## src/rtl/pwmm_pkg.sv

```systemverilog
package pwmm_pkg;

  typedef enum logic [2:0] {
    PH_IDLE,
    PH_WAKE,
    PH_DEAD,
    PH_PRE,
    PH_HDR,
    PH_DATA,
    PH_GUARD
  } phase_t;

  typedef struct packed {
    logic vpwm;
    logic fast;
    logic alt;
    logic hdr_mod;
  } opt_t;

  localparam int SLOT_W     = 6;
  localparam int WAKE_TE    = 32;
  localparam int DEAD_TE    = 50;
  localparam int PRE_TE     = 12;
  localparam int HDR_TE     = 10;
  localparam int GUARD_PWM  = 20;
  localparam int GUARD_VPWM = 40;

endpackage

```

## src/rtl/pwmm_opt_decode.sv

```systemverilog
module pwmm_opt_decode
  import pwmm_pkg::*;
#(
  parameter int TE_UNIT = 100,
  parameter int TICK_W  = 9
) (
  input  opt_t              opt,
  output logic [TICK_W-1:0] te_ticks,
  output logic [2:0]        bit_period,
  output logic [SLOT_W-1:0] guard_te
);

  logic [1:0] te_shift;

  always_comb begin
    if (opt.vpwm) begin
      te_shift = opt.fast ? 2'd1 : 2'd2;
    end else begin
      case ({opt.fast, opt.alt})
        2'b00:   te_shift = 2'd2;
        2'b11:   te_shift = 2'd0;
        default: te_shift = 2'd1;
      endcase
    end
    te_ticks   = TICK_W'(TE_UNIT) << te_shift;
    bit_period = opt.alt ? 3'd6 : 3'd3;
    guard_te   = opt.vpwm ? SLOT_W'(GUARD_VPWM) : SLOT_W'(GUARD_PWM);
  end

endmodule

```

## src/rtl/pwmm_te_timer.sv

```systemverilog
module pwmm_te_timer #(
  parameter int TICK_W = 9
) (
  input  logic              clk,
  input  logic              rst,
  input  logic              clear,
  input  logic              run,
  input  logic              tick,
  input  logic [TICK_W-1:0] te_ticks,
  output logic              te_end
);

  logic [TICK_W-1:0] cnt;
  logic              at_last;

  assign at_last = (cnt == te_ticks - TICK_W'(1));
  assign te_end  = run && tick && at_last;

  always_ff @(posedge clk) begin
    if (rst || clear) begin
      cnt <= '0;
    end else if (run && tick) begin
      cnt <= at_last ? '0 : cnt + TICK_W'(1);
    end
  end

  // tick counter never reaches the TE length while running
  a_r3_cnt_below_te: assert property (@(posedge clk) disable iff (rst)
    run |-> (cnt < te_ticks));

endmodule

```

## src/rtl/pwmm_sequencer.sv

```systemverilog
module pwmm_sequencer
  import pwmm_pkg::*;
#(
  parameter int DATA_W  = 64,
  parameter int WORDS_W = 3,
  localparam int LEN_W  = $clog2(DATA_W + 1),
  localparam int IDX_W  = (DATA_W > 1) ? $clog2(DATA_W) : 1
) (
  input  logic               clk,
  input  logic               rst,
  input  logic               launch,
  input  logic               launch_wake,
  input  logic [DATA_W-1:0]  data,
  input  logic [LEN_W-1:0]   len,
  input  logic [WORDS_W-1:0] words,
  input  logic               vpwm,
  input  logic               hdr_mod,
  input  logic [2:0]         bit_period,
  input  logic [SLOT_W-1:0]  guard_te,
  input  logic               te_end,
  output logic               active,
  output logic               level,
  output logic               finish
);

  phase_t             phase;
  logic [SLOT_W-1:0]  slot;
  logic [IDX_W-1:0]   bit_idx;
  logic [WORDS_W-1:0] words_left;
  logic [DATA_W-1:0]  data_q;
  logic [LEN_W-1:0]   len_q;

  logic cur_bit;
  logic bit_last_slot;
  logic last_bit;
  logic guard_last;

  assign active        = (phase != PH_IDLE);
  assign cur_bit       = data_q[bit_idx];
  assign bit_last_slot = vpwm ? (slot == (cur_bit ? SLOT_W'(1) : SLOT_W'(0)))
                              : (slot == SLOT_W'(bit_period - 3'd1));
  assign last_bit      = (LEN_W'(bit_idx) + LEN_W'(1) == len_q);
  assign guard_last    = (slot == guard_te - SLOT_W'(1));
  assign finish        = te_end && (phase == PH_GUARD) && guard_last &&
                         (words_left == WORDS_W'(1));

  always_comb begin
    case (phase)
      PH_WAKE: level = ~slot[0];
      PH_PRE:  level = ~slot[0];
      PH_HDR:  level = hdr_mod & ~slot[0];
      PH_DATA: begin
        if (vpwm) level = ~bit_idx[0];
        else      level = (slot < (cur_bit ? SLOT_W'(1) : SLOT_W'(2)));
      end
      default: level = 1'b0;
    endcase
  end

  always_ff @(posedge clk) begin
    if (rst) begin
      phase      <= PH_IDLE;
      slot       <= '0;
      bit_idx    <= '0;
      words_left <= '0;
      data_q     <= '0;
      len_q      <= '0;
    end else if (launch) begin
      phase      <= launch_wake ? PH_WAKE : PH_PRE;
      slot       <= '0;
      bit_idx    <= '0;
      words_left <= words;
      data_q     <= data;
      len_q      <= len;
    end else if (te_end) begin
      slot <= slot + SLOT_W'(1);
      case (phase)
        PH_WAKE: if (slot == SLOT_W'(WAKE_TE - 1)) begin
          phase <= PH_DEAD;
          slot  <= '0;
        end
        PH_DEAD: if (slot == SLOT_W'(DEAD_TE - 1)) begin
          phase <= PH_PRE;
          slot  <= '0;
        end
        PH_PRE: if (slot == SLOT_W'(PRE_TE - 1)) begin
          phase <= PH_HDR;
          slot  <= '0;
        end
        PH_HDR: if (slot == SLOT_W'(HDR_TE - 1)) begin
          phase   <= PH_DATA;
          slot    <= '0;
          bit_idx <= '0;
        end
        PH_DATA: if (bit_last_slot) begin
          slot <= '0;
          if (last_bit) phase <= PH_GUARD;
          else          bit_idx <= bit_idx + IDX_W'(1);
        end
        PH_GUARD: if (guard_last) begin
          slot       <= '0;
          words_left <= words_left - WORDS_W'(1);
          phase      <= (words_left == WORDS_W'(1)) ? PH_IDLE : PH_PRE;
        end
        default: slot <= '0;
      endcase
    end
  end

  // a PWM data slot stays inside the bit period
  a_r4_slot_in_period: assert property (@(posedge clk) disable iff (rst)
    (phase == PH_DATA && !vpwm) |-> (slot < SLOT_W'(bit_period)));

  // leaving a guard time never leads back into the wake-up burst
  a_r8_no_wake_repeat: assert property (@(posedge clk) disable iff (rst)
    ($past(phase) == PH_GUARD && phase != PH_GUARD) |->
      (phase == PH_PRE || phase == PH_IDLE));

  // wake-up burst only in variable-PWM mode
  a_r8_wake_needs_vpwm: assert property (@(posedge clk) disable iff (rst)
    (phase == PH_WAKE) |-> vpwm);

endmodule

```

## src/rtl/pwm_line_modulator.sv

```systemverilog
module pwm_line_modulator
  import pwmm_pkg::*;
#(
  parameter int DATA_W  = 64,
  parameter int WORDS_W = 3,
  parameter int TE_UNIT = 100
) (
  input  logic                       clk,
  input  logic                       rst,
  input  logic                       us_tick,
  input  logic                       start,
  input  logic [DATA_W-1:0]          data_in,
  input  logic [$clog2(DATA_W+1)-1:0] len_in,
  input  logic [WORDS_W-1:0]         words_in,
  input  logic                       mod_vpwm,
  input  logic                       rate_fast,
  input  logic                       fmt_alt,
  input  logic                       hdr_mod,
  output logic                       line_out,
  output logic                       busy,
  output logic                       done
);

  localparam int LEN_W  = $clog2(DATA_W + 1);
  localparam int TICK_W = $clog2(TE_UNIT * 4 + 1);

  opt_t              opt_in;
  opt_t              opt_q;
  logic              accept;
  logic              len_ok;
  logic [TICK_W-1:0] te_ticks;
  logic [2:0]        bit_period;
  logic [SLOT_W-1:0] guard_te;
  logic              te_end;
  logic              level;
  logic              finish;
  logic              active;

  assign opt_in = '{vpwm: mod_vpwm, fast: rate_fast, alt: fmt_alt, hdr_mod: hdr_mod};
  assign len_ok = (len_in != '0) && (len_in <= LEN_W'(DATA_W));
  assign accept = start && !active && len_ok && (words_in != '0);
  assign busy   = active;

  always_ff @(posedge clk) begin
    if (rst) begin
      opt_q    <= '0;
      line_out <= 1'b0;
      done     <= 1'b0;
    end else begin
      if (accept) opt_q <= opt_in;
      line_out <= level;
      done     <= finish;
    end
  end

  pwmm_opt_decode #(.TE_UNIT(TE_UNIT), .TICK_W(TICK_W)) i_decode (
    .opt        (opt_q),
    .te_ticks   (te_ticks),
    .bit_period (bit_period),
    .guard_te   (guard_te)
  );

  pwmm_te_timer #(.TICK_W(TICK_W)) i_timer (
    .clk      (clk),
    .rst      (rst),
    .clear    (accept),
    .run      (active),
    .tick     (us_tick),
    .te_ticks (te_ticks),
    .te_end   (te_end)
  );

  pwmm_sequencer #(.DATA_W(DATA_W), .WORDS_W(WORDS_W)) i_seq (
    .clk         (clk),
    .rst         (rst),
    .launch      (accept),
    .launch_wake (mod_vpwm & fmt_alt),
    .data        (data_in),
    .len         (len_in),
    .words       (words_in),
    .vpwm        (opt_q.vpwm),
    .hdr_mod     (opt_q.hdr_mod),
    .bit_period  (bit_period),
    .guard_te    (guard_te),
    .te_end      (te_end),
    .active      (active),
    .level       (level),
    .finish      (finish)
  );

  // idle line is low
  a_r1_idle_line_low: assert property (@(posedge clk) disable iff (rst)
    !busy |-> !line_out);

  // latched options stay put during a transmission
  a_r10_opt_held: assert property (@(posedge clk) disable iff (rst)
    (busy && $past(busy)) |-> $stable(opt_q));

  // done only on the busy-to-idle step
  a_r11_done_on_fall: assert property (@(posedge clk) disable iff (rst)
    done |-> (!busy && $past(busy)));

  // invalid launch requests are refused
  a_r2_reject_invalid: assert property (@(posedge clk) disable iff (rst)
    (!busy && start && (len_in == '0 || words_in == '0)) |=> !busy);

endmodule

```

## config.mk

```make
export PLATFORM = sky130hd
export DESIGN_NAME = pwm_line_modulator
export DESIGN_NICKNAME = d
export VERILOG_FILES = /design/src/rtl/pwmm_pkg.sv /design/src/rtl/pwmm_opt_decode.sv /design/src/rtl/pwmm_te_timer.sv /design/src/rtl/pwmm_sequencer.sv /design/src/rtl/pwm_line_modulator.sv
export SDC_FILE = /design/constraint.sdc
export NUM_CORES = 1
export LEC_CHECK = 0
export CAP_MARGIN = 20
export CORE_AREA = 5 5 117 119
export DETAILED_ROUTE_END_ITERATION = 8
export DIE_AREA = 0 0 122 124
export PLACE_DENSITY = 0.67
export SYNTH_ARGS = -nofsm -noshare
export SYNTH_HDL_FRONTEND = slang
export SYNTH_SLANG_ARGS = --single-unit
```

## constraint.sdc

```tcl
create_clock -name clk -period 5.94 [get_ports clk]
set_input_delay 1.188 -clock clk [delete_from_list [all_inputs] [get_ports clk]]
set_output_delay 1.188 -clock clk [all_outputs]
set_load 0.01 [all_outputs]
```

# Yosys cells after proc, flatten, opt, wreduce, memory -nomap -nowiden
# Index checks and enable logic that the tools add are counted.
# totals
ff_bits	104
inputBits	82
out_inout_bits	3
word_cells	121
# op_classes
n_addsub	8
n_lt_le_gt_ge	3
n_eq_ne	27
shift	1
n_mux	40
bitwise	4
n_reduce_logical	25
# ops
cell	n
two-way mux 6 bit	10
two-way mux 3 bit	14
one-hot mux 6 bit (6 select lines)	1
!= test 3 x 2 -> 1 bit (second input constant)	7
equality test 6 bit	3
one-hot mux 3 bit (6 select lines)	1
nonzero test 7 bit	2
adder 6 x 1 -> 6 bit (second input constant)	2
equality test 6 x 4 -> 1 bit (second input constant)	2
one-hot mux 6 bit (2 select lines)	1
two-way mux 2 bit	5
adder 9 x 1 -> 9 bit (second input constant)	1
equality test 3 bit (second input constant)	3
equality test 9 bit	1
logical AND 1 bit	9
two-way mux 9 bit	1
AND reduction 9 bit	1
<< shifter 7 x 2 -> 9 bit (first input constant)	1
subtractor 9 x 1 -> 9 bit (second input constant)	1
nonzero test 2 bit	4
adder 6 x 1 -> 7 bit (second input constant)	1
equality test 7 bit	1
<= comparator 7 bit (second input constant)	1
less-than comparator 6 x 7 -> 1 bit (second input constant)	1
other kinds (24)	34

# Logic depth before layout (Yosys ltp)
# depth
word_depth	10
ltp_mapped	15
ltp_nobuf	14

# Cells and area by module
# A second synthesis with hierarchy kept.
# unflattened
cells_unflattened	674
area_unflattened_um2	6089.6
# modules_own_cells
mod	instances	cells_per_inst	area_per_inst_um2	seq_area_each_um2
pwmm_sequencer	1	515	4767.1	1781.7
pwmm_te_timer	1	102	817.0	180.2
pwm_line_modulator	1	28	301.5	120.1
pwmm_opt_decode	1	29	203.9	0.0

# Worst setup path after synthesis
# No wires, ideal clock.
# synth_path
path_kind	register to register
startpoint	register opt_q[1] in the netlist's numbering
endpoint	register i_seq.slot[2]
setup_ns	0.058
t_arrival_ns	3.005
slack_ns	2.877
stages_incl_launch_ff	15
synth_period_minus_slack_ns	3.063
path_cell_list	dfxtp_1 -> inv_1 -> ha_1 -> mux2_2 -> inv_1 -> ha_1 -> inv_1 -> ha_1 -> xor2_1 -> nand3_1 -> a211oi_1 -> nor4b_1 -> o41ai_4 -> nor3b_1 -> a211o_1
# synth_between
elab_chain_len	7
# synth_rtl
item	line	source
start, declared	pwm_line_modulator.sv:28	opt_t opt_q;
start signal, assigned	pwm_line_modulator.sv:50	if (accept) opt_q <= opt_in;
equality test 2 bit or zero test 2 bit (tied branches)	pwmm_opt_decode.sv:19	case ({opt.fast, opt.alt})
one-hot mux 2 bit (2 select lines)	pwmm_opt_decode.sv:19	
two-way mux 2 bit	pwmm_opt_decode.sv:16	if (opt.vpwm) begin
<< shifter 7 x 2 -> 9 bit	pwmm_opt_decode.sv:25	te_ticks = TICK_W'(TE_UNIT) << te_shift;
subtractor 9 x 1 -> 9 bit	pwmm_te_timer.sv:16	assign at_last = (cnt == te_ticks - TICK_W'(1));
equality test 9 bit	pwmm_te_timer.sv:16	
logical AND 1 bit	pwmm_te_timer.sv:17	assign te_end = run && tick && at_last;
end signal, assigned	pwmm_sequencer.sv:76	slot <= slot + SLOT_W'(1);
end, declared	pwmm_sequencer.sv:27	logic [SLOT_W-1:0] slot;
# Several ways; a longest one is shown, not always the timed one.
# A chain may end at the register's enable or synchronous reset.

# Final worst setup path
# Ends and elaborated chain as after synthesis.

==> flow_metrics.tcl <==
set metrics [dict create \
    ctsHoldBuffers 0 \
    cp_cell_sequence "inv_1 > ha_1 > mux2i_1 > ha_1 > inv_1 > ha_1 > xor2_1 > nand3_1 > a211oi_1 > buf_4 > nor4b_1 > o41ai_4 > nor3b_1 > a211o_1" \
    nets 817 \
    initial_core_util_pct 43.7 \
    crit_type "flip-flop to flip-flop" \
    layout_setup_ws_ns 2.12 \
    cp_max_fo 14 \
    tns_ns 0 \
    grtUsageTotal_pct 18.2 \
    crit_path_end_kind "flip-flop" \
    routedWlPerCell_um 15.0 \
    num_antenna_cells 0 \
    p_leak_nw 2.34 \
    root_buffer "clkbuf_16" \
    pin_count 85 \
    synth_cell_type_count 73 \
    synthArstFlopShare_pct 0 \
    start_kind "flip-flop" \
    max_stage_delay_ns 0.63 \
    coreArea_um2 12500 \
    crit_start "opt_q[1]$_SDFFE_PP0P_" \
    cts_buffer_depth 2 \
    routed_wl_um 13500 \
    dp.cells 883 \
    ys_top_cells_by_count "162 x nand2_1, 104 x dfxtp_1, 91 x a21oi_1" \
    dp_slack_ns 2.04 \
    synth-seq-area-share_pct 38.2 \
    rrSetupSlack_ns 2.12 \
    synth_area_leaders "dfxtp_1 38%, nand2_1 11%, a21oi_1 8.4%, mux4_2 4.1%, ha_1 3.0%" \
    synth_area_leader_cell "dfxtp_1" \
    overflow 0 \
    r2r_start "opt_q[1]$_SDFFE_PP0P_" \
    hold_violations 0 \
    antenna_found_initial 0 \
    syn2layout_area_growth_pct 22.3 \
    slowest_stage "nor4b_1" \
    dp_hpwl_um 9570 \
    whs_ns 0.453 \
    htreeDepth 3 \
    cts_tree "built" \
    ant_nets 0 \
    die_h_um 124 \
    clkTransAtPathRegs_ns 0.07 \
    routed_via_density 5.40 \
    synth_top_area_share_pct 38.2 \
    maxSlewViolCount 0 \
    syn_nets 762 \
    cts_sinks 104 \
    firstDrtPassIters 7 \
    first_iter_violations 353 \
    max_slew_margin_pct 47.5 \
    crit_path_end "i_seq.slot[2]$_SDFFE_PP0P_" \
    critical_path.most_common_cell "ha_1" \
    clkLatencyLatePin_ns 0.35 \
    ir_drop_mv 0.137 \
    fin_crit_sh_pct 64.2 \
    fin_skew_ns 0.00413 \
    final_layout_size_suffix_gt1_share_pct 6.75 \
    outcome "finished, final reports clean" \
    r2r_end "i_seq.slot[2]$_SDFFE_PP0P_" \
    vias 4848 \
    tightestPinTransition_ns 0.787 \
    grt_pass1_wl_um 22100 \
    cts_buffers 9 \
    grt_pass1_vias 4654 \
    arrival_ns 4.11 \
    syn_area_um2 5450 \
    post_cts_buffers 0 \
    synthFlopType "dfxtp_1" \
    finalNonFillerCells 898 \
    synth_edf_count 0 \
    gp_congestion 0.858 \
    fp-row-count 41 \
    cp.required_ns 6.23 \
    grt_max_degree 77 \
    maxCapViolCount 0 \
    yosysWarnings 0 \
    port-buffer-count 84 \
    rsz0062_at_grt "false" \
    dieArea_um2 15100 \
    cts_resized 0 \
    synth_seq_cells 104 \
    setup_viol 0 \
    fp.dieW_um 122 \
    worstHoldPathType "flip-flop to flip-flop" \
    power.density_nw_per_um2 238 \
    reg2regPathDepth 14 \
    synthCells 667 \
    avgSynthCellArea_um2 8.18 \
    fin_crit_ns 3.82 \
    max_clock_freq_mhz 262 \
    drcViolationCount 0 \
    synth.most_common_cell "nand2_1" \
]
==> power by group <==
part | internal (mW) | total, mW | switching (mW)
clock | 0.389 | 0.638 | 0.248
sequential | 0.727 | 0.749 | 0.0215
combinational | 0.101 | 0.203 | 0.102
total | 1.22 | 1.59 | 0.372
==> state kept, by name (all words and copies together), names as in the netlist <==
signal and flops:
i_seq.words_left 3, i_seq.phase 3, line_out 1, i_seq.bit_idx 6
opt_q 4, done 1, i_seq.len_q 7, i_timer.cnt 9
i_seq.data_q 64, i_seq.slot 6
==> cell families (layout without fill, tap and decap cells) <==
group,Yosys count,count (layout),share of synthesized area (%)
buf+inv,66,125,5.23
compound gates,150,150,17.6
simple gates,284,284,24.2
mux,26,26,7.69
flops,104,104,38.2
xor+xnor,24,24,4.20
fa+ha+maj,13,13,2.98
==> how the worst min path moves through the flow <==
stage | endpoint | slack (ns) | startpoint | cells past startpoint
after global placement | i_seq.data_q[10]$_SDFFE_PP0P_ | 0.44 | i_seq.data_q[10]$_SDFFE_PP0P_ | 2
after detailed placement | i_seq.data_q[44]$_SDFFE_PP0P_ | 0.44 | i_seq.data_q[44]$_SDFFE_PP0P_ | 2
final | i_seq.data_q[44]$_SDFFE_PP0P_ | 0.45 | i_seq.data_q[44]$_SDFFE_PP0P_ | 2
after CTS | i_seq.data_q[44]$_SDFFE_PP0P_ | 0.45 | i_seq.data_q[44]$_SDFFE_PP0P_ | 2
after floorplan | i_seq.data_q[45]$_SDFFE_PP0P_ | 0.43 | i_seq.data_q[45]$_SDFFE_PP0P_ | 2
after global routing | i_seq.data_q[51]$_SDFFE_PP0P_ | 0.47 | i_seq.data_q[51]$_SDFFE_PP0P_ | 2
==> final cells by class <==
class / count / area, um^2
Sequential cell: 104 / 2080
Clock buffer: 12 / 256
Clock inverter: 3 / 65.1
Multi-Input combinational cell: 497 / 3100
Timing Repair Buffer: 89 / 873
Fill cell: 1166 / 5800
Inverter: 21 / 78.8
Tap cell: 172 / 215
==> per-stage QoR <==
step,power [mW],utilization [%],area (um^2)
detailed placement,0.968,50.9,6350
global placement,0.961,50.9,6350
floorplan,0.877,-,5450
finish,1.59,53.5,6670
global route,1.66,53.5,6670
CTS,1.61,53.5,6670
==> worst max-delay path: cells and delay by family (launching register included) <==
kind | cells | cell delay [ns]
simple gates | 3 | 0.98
fa+ha+maj | 3 | 0.87
compound gates | 3 | 0.60
flops | 1 | 0.47
buf+inv | 3 | 0.39
mux | 1 | 0.31
xor+xnor | 1 | 0.14
==> placed cells by master (no fill, tap or decap), types with 6 or more instances in the layout <==
master and n:
nand2_1 162, nor2_1 32, clkbuf_16 9, mux2i_1 13, o21ai_0 10, clkdlybuf4s50_1 83, inv_1 21, mux4_2 10
xor2_1 14, nor3_1 14, ha_1 13, nand3_1 16, dfxtp_1 104, xnor2_1 9, a21oi_1 91, nand4_1 6
==> metal layers <==
metal / vias up / wire length [um] / GRT usage (%)
li1: 2428 / - / -
met1: 2293 / 5730 / 21.9
met2: 109 / 7000 / 32.5
met3: 18 / 502 / 3.36
met4: 0 / 252 / 7.00
met5: - / 0 / 0
(Power assumes the default switching activity.)
